`src/rtl/cmp_pkg.sv`:
```
package cmp_pkg;

    // Opcodes that the sequencer decodes; values are fixed by the sequencer.
    localparam logic [7:0] OP_LOAD_ADDR = 8'hBC;
    localparam logic [7:0] OP_LOOP0     = 8'h20;
    localparam logic [7:0] OP_LOOP1     = 8'h22;
    localparam logic [7:0] OP_SIGNAL    = 8'h34;
    localparam logic [7:0] OP_LOOPEND0  = 8'h38;
    localparam logic [7:0] OP_LOOPEND1  = 8'h3C;
    localparam logic [7:0] OP_LOAD      = 8'h04;
    localparam logic [7:0] OP_STORE     = 8'h08;
    localparam logic [7:0] OP_BARRIER   = 8'h13;
    localparam logic [7:0] OP_FINISH    = 8'h00;

    typedef enum logic [2:0] {
        CLS_LONG,
        CLS_PAIR,
        CLS_SINGLE,
        CLS_FINISH,
        CLS_BAD
    } op_class_e;

    typedef enum logic [2:0] {
        ST_FETCH,
        ST_EMIT,
        ST_FETCH2,
        ST_DONE,
        ST_FAULT
    } state_e;

endpackage

```
`src/rtl/cmp_opdecode.sv`:
```
module cmp_opdecode
    import cmp_pkg::*;
#(
    parameter int BYTE_W = 8,
    parameter int LANES  = 4,
    localparam int CNT_W = $clog2(LANES + 1)
) (
    input  logic [BYTE_W-1:0] opcode,
    output op_class_e         op_class,
    output logic [CNT_W-1:0]  keep_cnt
);

    always_comb begin
        op_class = CLS_BAD;
        keep_cnt = '0;
        case (opcode)
            OP_LOAD_ADDR: begin
                op_class = CLS_LONG;
                keep_cnt = CNT_W'(2);
            end
            OP_LOOP0, OP_LOOP1, OP_SIGNAL, OP_LOOPEND0, OP_LOOPEND1: begin
                op_class = CLS_PAIR;
                keep_cnt = CNT_W'(2);
            end
            OP_LOAD, OP_STORE, OP_BARRIER: begin
                op_class = CLS_SINGLE;
                keep_cnt = CNT_W'(1);
            end
            OP_FINISH: begin
                op_class = CLS_FINISH;
                keep_cnt = CNT_W'(1);
            end
            default: begin
                op_class = CLS_BAD;
                keep_cnt = '0;
            end
        endcase
    end

endmodule

```
`src/rtl/cmp_lane_pick.sv`:
```
module cmp_lane_pick #(
    parameter int BYTE_W = 8,
    parameter int LANES  = 4,
    localparam int WORD_W = BYTE_W * LANES
) (
    input  logic [WORD_W-1:0] word,
    input  logic [LANES-1:0]  mask,
    output logic [BYTE_W-1:0] pick_byte,
    output logic [LANES-1:0]  mask_next,
    output logic              pick_last
);

    logic [LANES-1:0]  lowest;
    logic [BYTE_W-1:0] lane_or [LANES+1];

    assign mask_next = mask & (mask - LANES'(1));
    assign lowest    = mask & ~(mask - LANES'(1));
    assign pick_last = (mask_next == '0);

    assign lane_or[0] = '0;
    for (genvar i = 0; i < LANES; i++) begin : g_lane
        assign lane_or[i+1] = lane_or[i]
                            | (word[i*BYTE_W +: BYTE_W] & {BYTE_W{lowest[i]}});
    end
    assign pick_byte = lane_or[LANES];

endmodule

```
`src/rtl/padded_stream_compactor.sv`:
```
module padded_stream_compactor
    import cmp_pkg::*;
#(
    parameter int WORD_W = 32,
    parameter int BYTE_W = 8
) (
    input  logic              clk,
    input  logic              rst_n,
    input  logic              clear,
    input  logic              in_valid,
    output logic              in_ready,
    input  logic [WORD_W-1:0] in_data,
    output logic              out_valid,
    input  logic              out_ready,
    output logic [BYTE_W-1:0] out_data,
    output logic              done,
    output logic              error
);

    localparam int LANES = WORD_W / BYTE_W;
    localparam int CNT_W = $clog2(LANES + 1);

    typedef struct packed {
        state_e            st;
        logic [WORD_W-1:0] word;
        logic [LANES-1:0]  mask;
        logic              more;
        logic              fin;
    } regs_t;

    localparam regs_t REGS_RST = '{st: ST_FETCH, word: '0, mask: '0, more: 1'b0, fin: 1'b0};

    regs_t regs_d, regs_q;

    op_class_e         dec_class;
    logic [CNT_W-1:0]  dec_keep;
    logic [LANES-1:0]  keep_mask;
    logic [LANES-1:0]  pick_next;
    logic              pick_last;
    logic [BYTE_W-1:0] pick_byte;

    cmp_opdecode #(.BYTE_W(BYTE_W), .LANES(LANES)) i_dec (
        .opcode   (in_data[BYTE_W-1:0]),
        .op_class (dec_class),
        .keep_cnt (dec_keep)
    );

    for (genvar i = 0; i < LANES; i++) begin : g_keep
        assign keep_mask[i] = (CNT_W'(i) < dec_keep);
    end

    cmp_lane_pick #(.BYTE_W(BYTE_W), .LANES(LANES)) i_pick (
        .word      (regs_q.word),
        .mask      (regs_q.mask),
        .pick_byte (pick_byte),
        .mask_next (pick_next),
        .pick_last (pick_last)
    );

    always_comb begin
        regs_d    = regs_q;
        in_ready  = 1'b0;
        out_valid = 1'b0;
        case (regs_q.st)
            ST_FETCH: begin
                in_ready = !clear;
                if (in_valid) begin
                    if (dec_class == CLS_BAD) begin
                        regs_d.st = ST_FAULT;
                    end else begin
                        regs_d.word = in_data;
                        regs_d.mask = keep_mask;
                        regs_d.more = (dec_class == CLS_LONG);
                        regs_d.fin  = (dec_class == CLS_FINISH);
                        regs_d.st   = ST_EMIT;
                    end
                end
            end
            ST_FETCH2: begin
                in_ready = !clear;
                if (in_valid) begin
                    regs_d.word = in_data;
                    regs_d.mask = '1;
                    regs_d.more = 1'b0;
                    regs_d.st   = ST_EMIT;
                end
            end
            ST_EMIT: begin
                out_valid = 1'b1;
                if (out_ready) begin
                    regs_d.mask = pick_next;
                    if (pick_last) begin
                        if (regs_q.more)     regs_d.st = ST_FETCH2;
                        else if (regs_q.fin) regs_d.st = ST_DONE;
                        else                 regs_d.st = ST_FETCH;
                    end
                end
            end
            default: begin
            end
        endcase
        if (clear) regs_d = REGS_RST;
    end

    always_ff @(posedge clk or negedge rst_n) begin
        if (!rst_n) regs_q <= REGS_RST;
        else        regs_q <= regs_d;
    end

    assign out_data = pick_byte;
    assign done     = (regs_q.st == ST_DONE);
    assign error    = (regs_q.st == ST_FAULT);

endmodule

```
`config.mk`:
```
export PLATFORM = sky130hd
export DESIGN_NAME = padded_stream_compactor
export DESIGN_NICKNAME = d
export VERILOG_FILES = /design/src/rtl/cmp_pkg.sv /design/src/rtl/cmp_opdecode.sv /design/src/rtl/cmp_lane_pick.sv /design/src/rtl/padded_stream_compactor.sv
export SDC_FILE = /design/constraint.sdc
export NUM_CORES = 1
export LEC_CHECK = 0
export CORE_MARGIN = 2
export CORE_UTILIZATION = 30
export DETAILED_ROUTE_END_ITERATION = 12
export DONT_BUFFER_PORTS = 1
export HOLD_SLACK_MARGIN = 0.02
export PLACE_DENSITY = 0.45
export SYNTH_ARGS = -nofsm -noshare
export SYNTH_HDL_FRONTEND = slang
export SYNTH_SLANG_ARGS = --single-unit
```
`constraint.sdc`:
```
create_clock -name clk -period 2.1 [get_ports clk]
set_input_delay 0.21 -clock clk [delete_from_list [all_inputs] [get_ports clk]]
set_output_delay 0.21 -clock clk [all_outputs]
set_load 0.01 [all_outputs]
```
==> impl_metrics.ini <==
[finish]
design_area_sq_mm = 0.002510
drive_above_1_share_pct = 9.398
num_antenna_cells = 0
reg_top3 = regs_q: 41 flops
area_growth_pct = 14.17
final_cell_count_no_fill = 365
final_nets = 303
largest_reg_flops = 41
max_flop_register = regs_q

[pwr]
cellInternalPower_mw = 1.199
p_clk_share_pct = 39.4
peakVddDrop_v = 0.0002379
swShare_pct = 23.31
p_comb_share_pct = 9.1
pwr_density_cell_mw_per_mm2 = 622.7
leakagePower_nw = 1.007
seq_power_share_pct = 51.5
power.net_switching_mw = 0.3643

[grt]
antenna_found_initial = 0
overflow = 0
grt_pass1_wl_mm = 9.446
grt_max_degree = 42
track_usage_pct = 15.54
grt_pass1_vias = 1777

[critical_path]
worst_path_largest_cell_delay_ps = 450
crit_end = out_data[4]
crit_fanout = 8
r2r_start = regs_q[38]
critical_path.startpoint_type = flop
worstPathCellList = nor2b_1 > buf_4 > a22oi_1 > nor2_1 > a221o_1
worstSetupStartpoint = regs_q[4]
r2r_slack_ps = 260
crit_arrival_ps = 1680
crit_type = flop to output pin
crit_slowest_cell = dfrtp_1
crit_required_ps = 1890
crit_path_end_kind = output pin
r2r_end = regs_q[3]
rr_worst_depth = 6

[clock_network]
cts_tree = built
cts.htree.levels = 2
clk_pin_slew_ps = 80
clockRootBuffer = clkbuf_8
holdBufCountCts = 4
cts_resized = 0
clockBufferDepth = 2
insertion_delay_ps = 290
clock-sinks = 41
cts_setup_buffers = 0
cts_buffers = 5

[hold_path]
holdCritPathClass = input pin to flop

[timing]
rsz0062_at_grt = no
post-route-period-util_pct = 90.06
tns_ps = 0
fin_crit_ps = 1891
maxSlewViolCount = 0
skew_ps = 2.906
hold_slack_ps = 38.96
max_freq_mhz = 528.8
tightest_slew_ps = 669.9
setup_viol = 0
finalHoldViolations = 0
slew_headroom_pct = 54.96

[route]
post_drt_wl_per_cell_um = 15.96
dr_total_vias = 1860
drtIter0Drc = 144
routed_wl_mm = 5.827
avgViaCountPerCell = 5.096
drc = 0
drt-pass1-iter-count = 4
final_antenna_net_count = 0

[synthesis]
synth.net_count = 300
ys_ff_latch = 41
synth.area.mux_share_pct = 0
ys_seq_area_share_pct = 46.67
synth.avg_cell_area_sq_um = 8.359
synth_compound_area_share_pct = 23.68
synth_xor_area_share_pct = 0.3984
syn_area_sq_mm = 0.002198
synthAdderAreaFrac_pct = 0.4553
yosysWarnings = 0
synth.distinct_cells = 39
synth_flop_cell = dfrtp_1
syn_inst = 263
synthArstFlopShare_pct = 100.0
synth-edff-count = 0
yosys.area_share.simple_pct = 22.99
synth_top_family_by_area = compound AO/OA/AOI/OAI gates

[die]
core_area_sq_mm = 0.007176
ios = 49
placementRows = 31
die_h_um = 89.60
die_w_um = 89.60
die_area_sq_mm = 0.008028
initial_core_util_pct = 30.64

[placed_design]
gp_congestion = 0.8000
port_buffers = 0
place_area_sq_mm = 0.002346
place_inst = 354
hpwlAfterDp_mm = 3.952

[outcome]
status = complete, no violations

[run]
max_cap_viol_count = 0
stage by stage:
step | utilization, % | setup WS, ps | power (mW)
after floorplan | - | 127.8 | 0.9060
after global placement | 32.69 | 297.0 | 0.9257
after detailed placement | 32.69 | 250.1 | 0.9254
after CTS | 34.98 | 215.5 | 1.588
after global routing | 34.98 | 39.06 | 1.636
final | 34.98 | 208.8 | 1.563
worst max-delay path: cells and delay by family, from the launching register on:
family / cells / cell delay, ps
AOI/OAI and AO/OA: 2 / 530
and+or+nand+nor: 2 / 240
buffers and inverters: 1 / 170
DFF: 1 / 450
power groups by stage:
| stage | Clock (mW) | Sequential [mW] | Combinational (mW) |
|---|---|---|---|
| floorplan | 0 | 0.819 | 0.0874 |
| global placement | 0 | 0.821 | 0.105 |
| detailed placement | 0 | 0.821 | 0.104 |
| CTS | 0.638 | 0.805 | 0.145 |
| global route | 0.669 | 0.807 | 0.161 |
| finish | 0.616 | 0.805 | 0.142 |
cell families after synthesis:
| group | Yosys count |
|---|---|
| adder cells (fa/ha/maj) | 1 |
| XOR/XNOR | 1 |
| AND/OR/NAND/NOR | 115 |
| buffers and inverters | 26 |
| flip-flops | 41 |
| AO/OA/AOI/OAI | 79 |
synthesized netlist by cell type, drive strengths merged (2+ instances only):
| cell type | n | area share (%) |
|---|---|---|
| a21oi | 37 | 8.4 |
| or3 | 2 | 0.57 |
| dfrtp | 41 | 47 |
| a31oi | 2 | 0.57 |
| inv | 5 | 0.85 |
| o21ai | 7 | 1.6 |
| buf | 7 | 2.6 |
| nand2 | 72 | 12 |
| a22oi | 8 | 2.7 |
| clkbuf | 14 | 2.4 |
| o211ai | 2 | 0.68 |
| nor2b | 2 | 0.57 |
| and2 | 2 | 0.57 |
| nor2 | 20 | 3.4 |
| a221o | 8 | 3.6 |
| o41ai | 3 | 1.2 |
| o21bai | 3 | 1.0 |
| nand4b | 2 | 0.80 |
| nor4 | 3 | 1.5 |
| nor3 | 5 | 1.1 |
| o31ai | 3 | 1.0 |
| nand3 | 2 | 0.46 |
how the worst min path moves through the flow:
stage	start	end	slack, ps	depth (start not counted)
3_5_place_dp	rst_n	regs_q[23]	-80	0
5_1_grt	clear	regs_q[2]	20	1
3_3_place_gp	rst_n	regs_q[23]	-80	0
4_1_cts	clear	regs_q[2]	20	1
2_1_floorplan	rst_n	regs_q[0]	-90	0
6_report	clear	regs_q[2]	40	1
final cells by class:
cell class | instances | area, sq um
clock inverter | 2 | 35.03
tap | 99 | 123.9
multi-input combinational | 196 | 1055
clock buffer | 5 | 68.82
fill | 773 | 4666
sequential | 41 | 1026
inverter | 5 | 18.77
timing repair buffer | 17 | 182.7
layer usage:
metal | vias to the layer above | part of all wire [%] | GRT usage [%] | wire length, um
met4 | 0 | 1.2 | 4.749 | 68
li1 | 929 | - | - | -
met1 | 873 | 48 | 22.67 | 2808
met5 | - | 0 | 0 | 0
met3 | 4 | 6.5 | 4.388 | 376
met2 | 54 | 44 | 22.33 | 2574
layout by cell type, fill, tap and decap left out, types with 3 or more instances in the layout:
master	instances
a21oi_1	37
nor2_1	20
clkbuf_8	5
dfrtp_1	41
a22oi_1	8
o21bai_1	3
o41ai_1	3
o21ai_0	6
a221o_1	8
inv_1	5
nand2_1	72
buf_4	11
buf_12	4
o31ai_1	3
nor3_1	5
No activity file was read; power rests on OpenSTA's default activity.
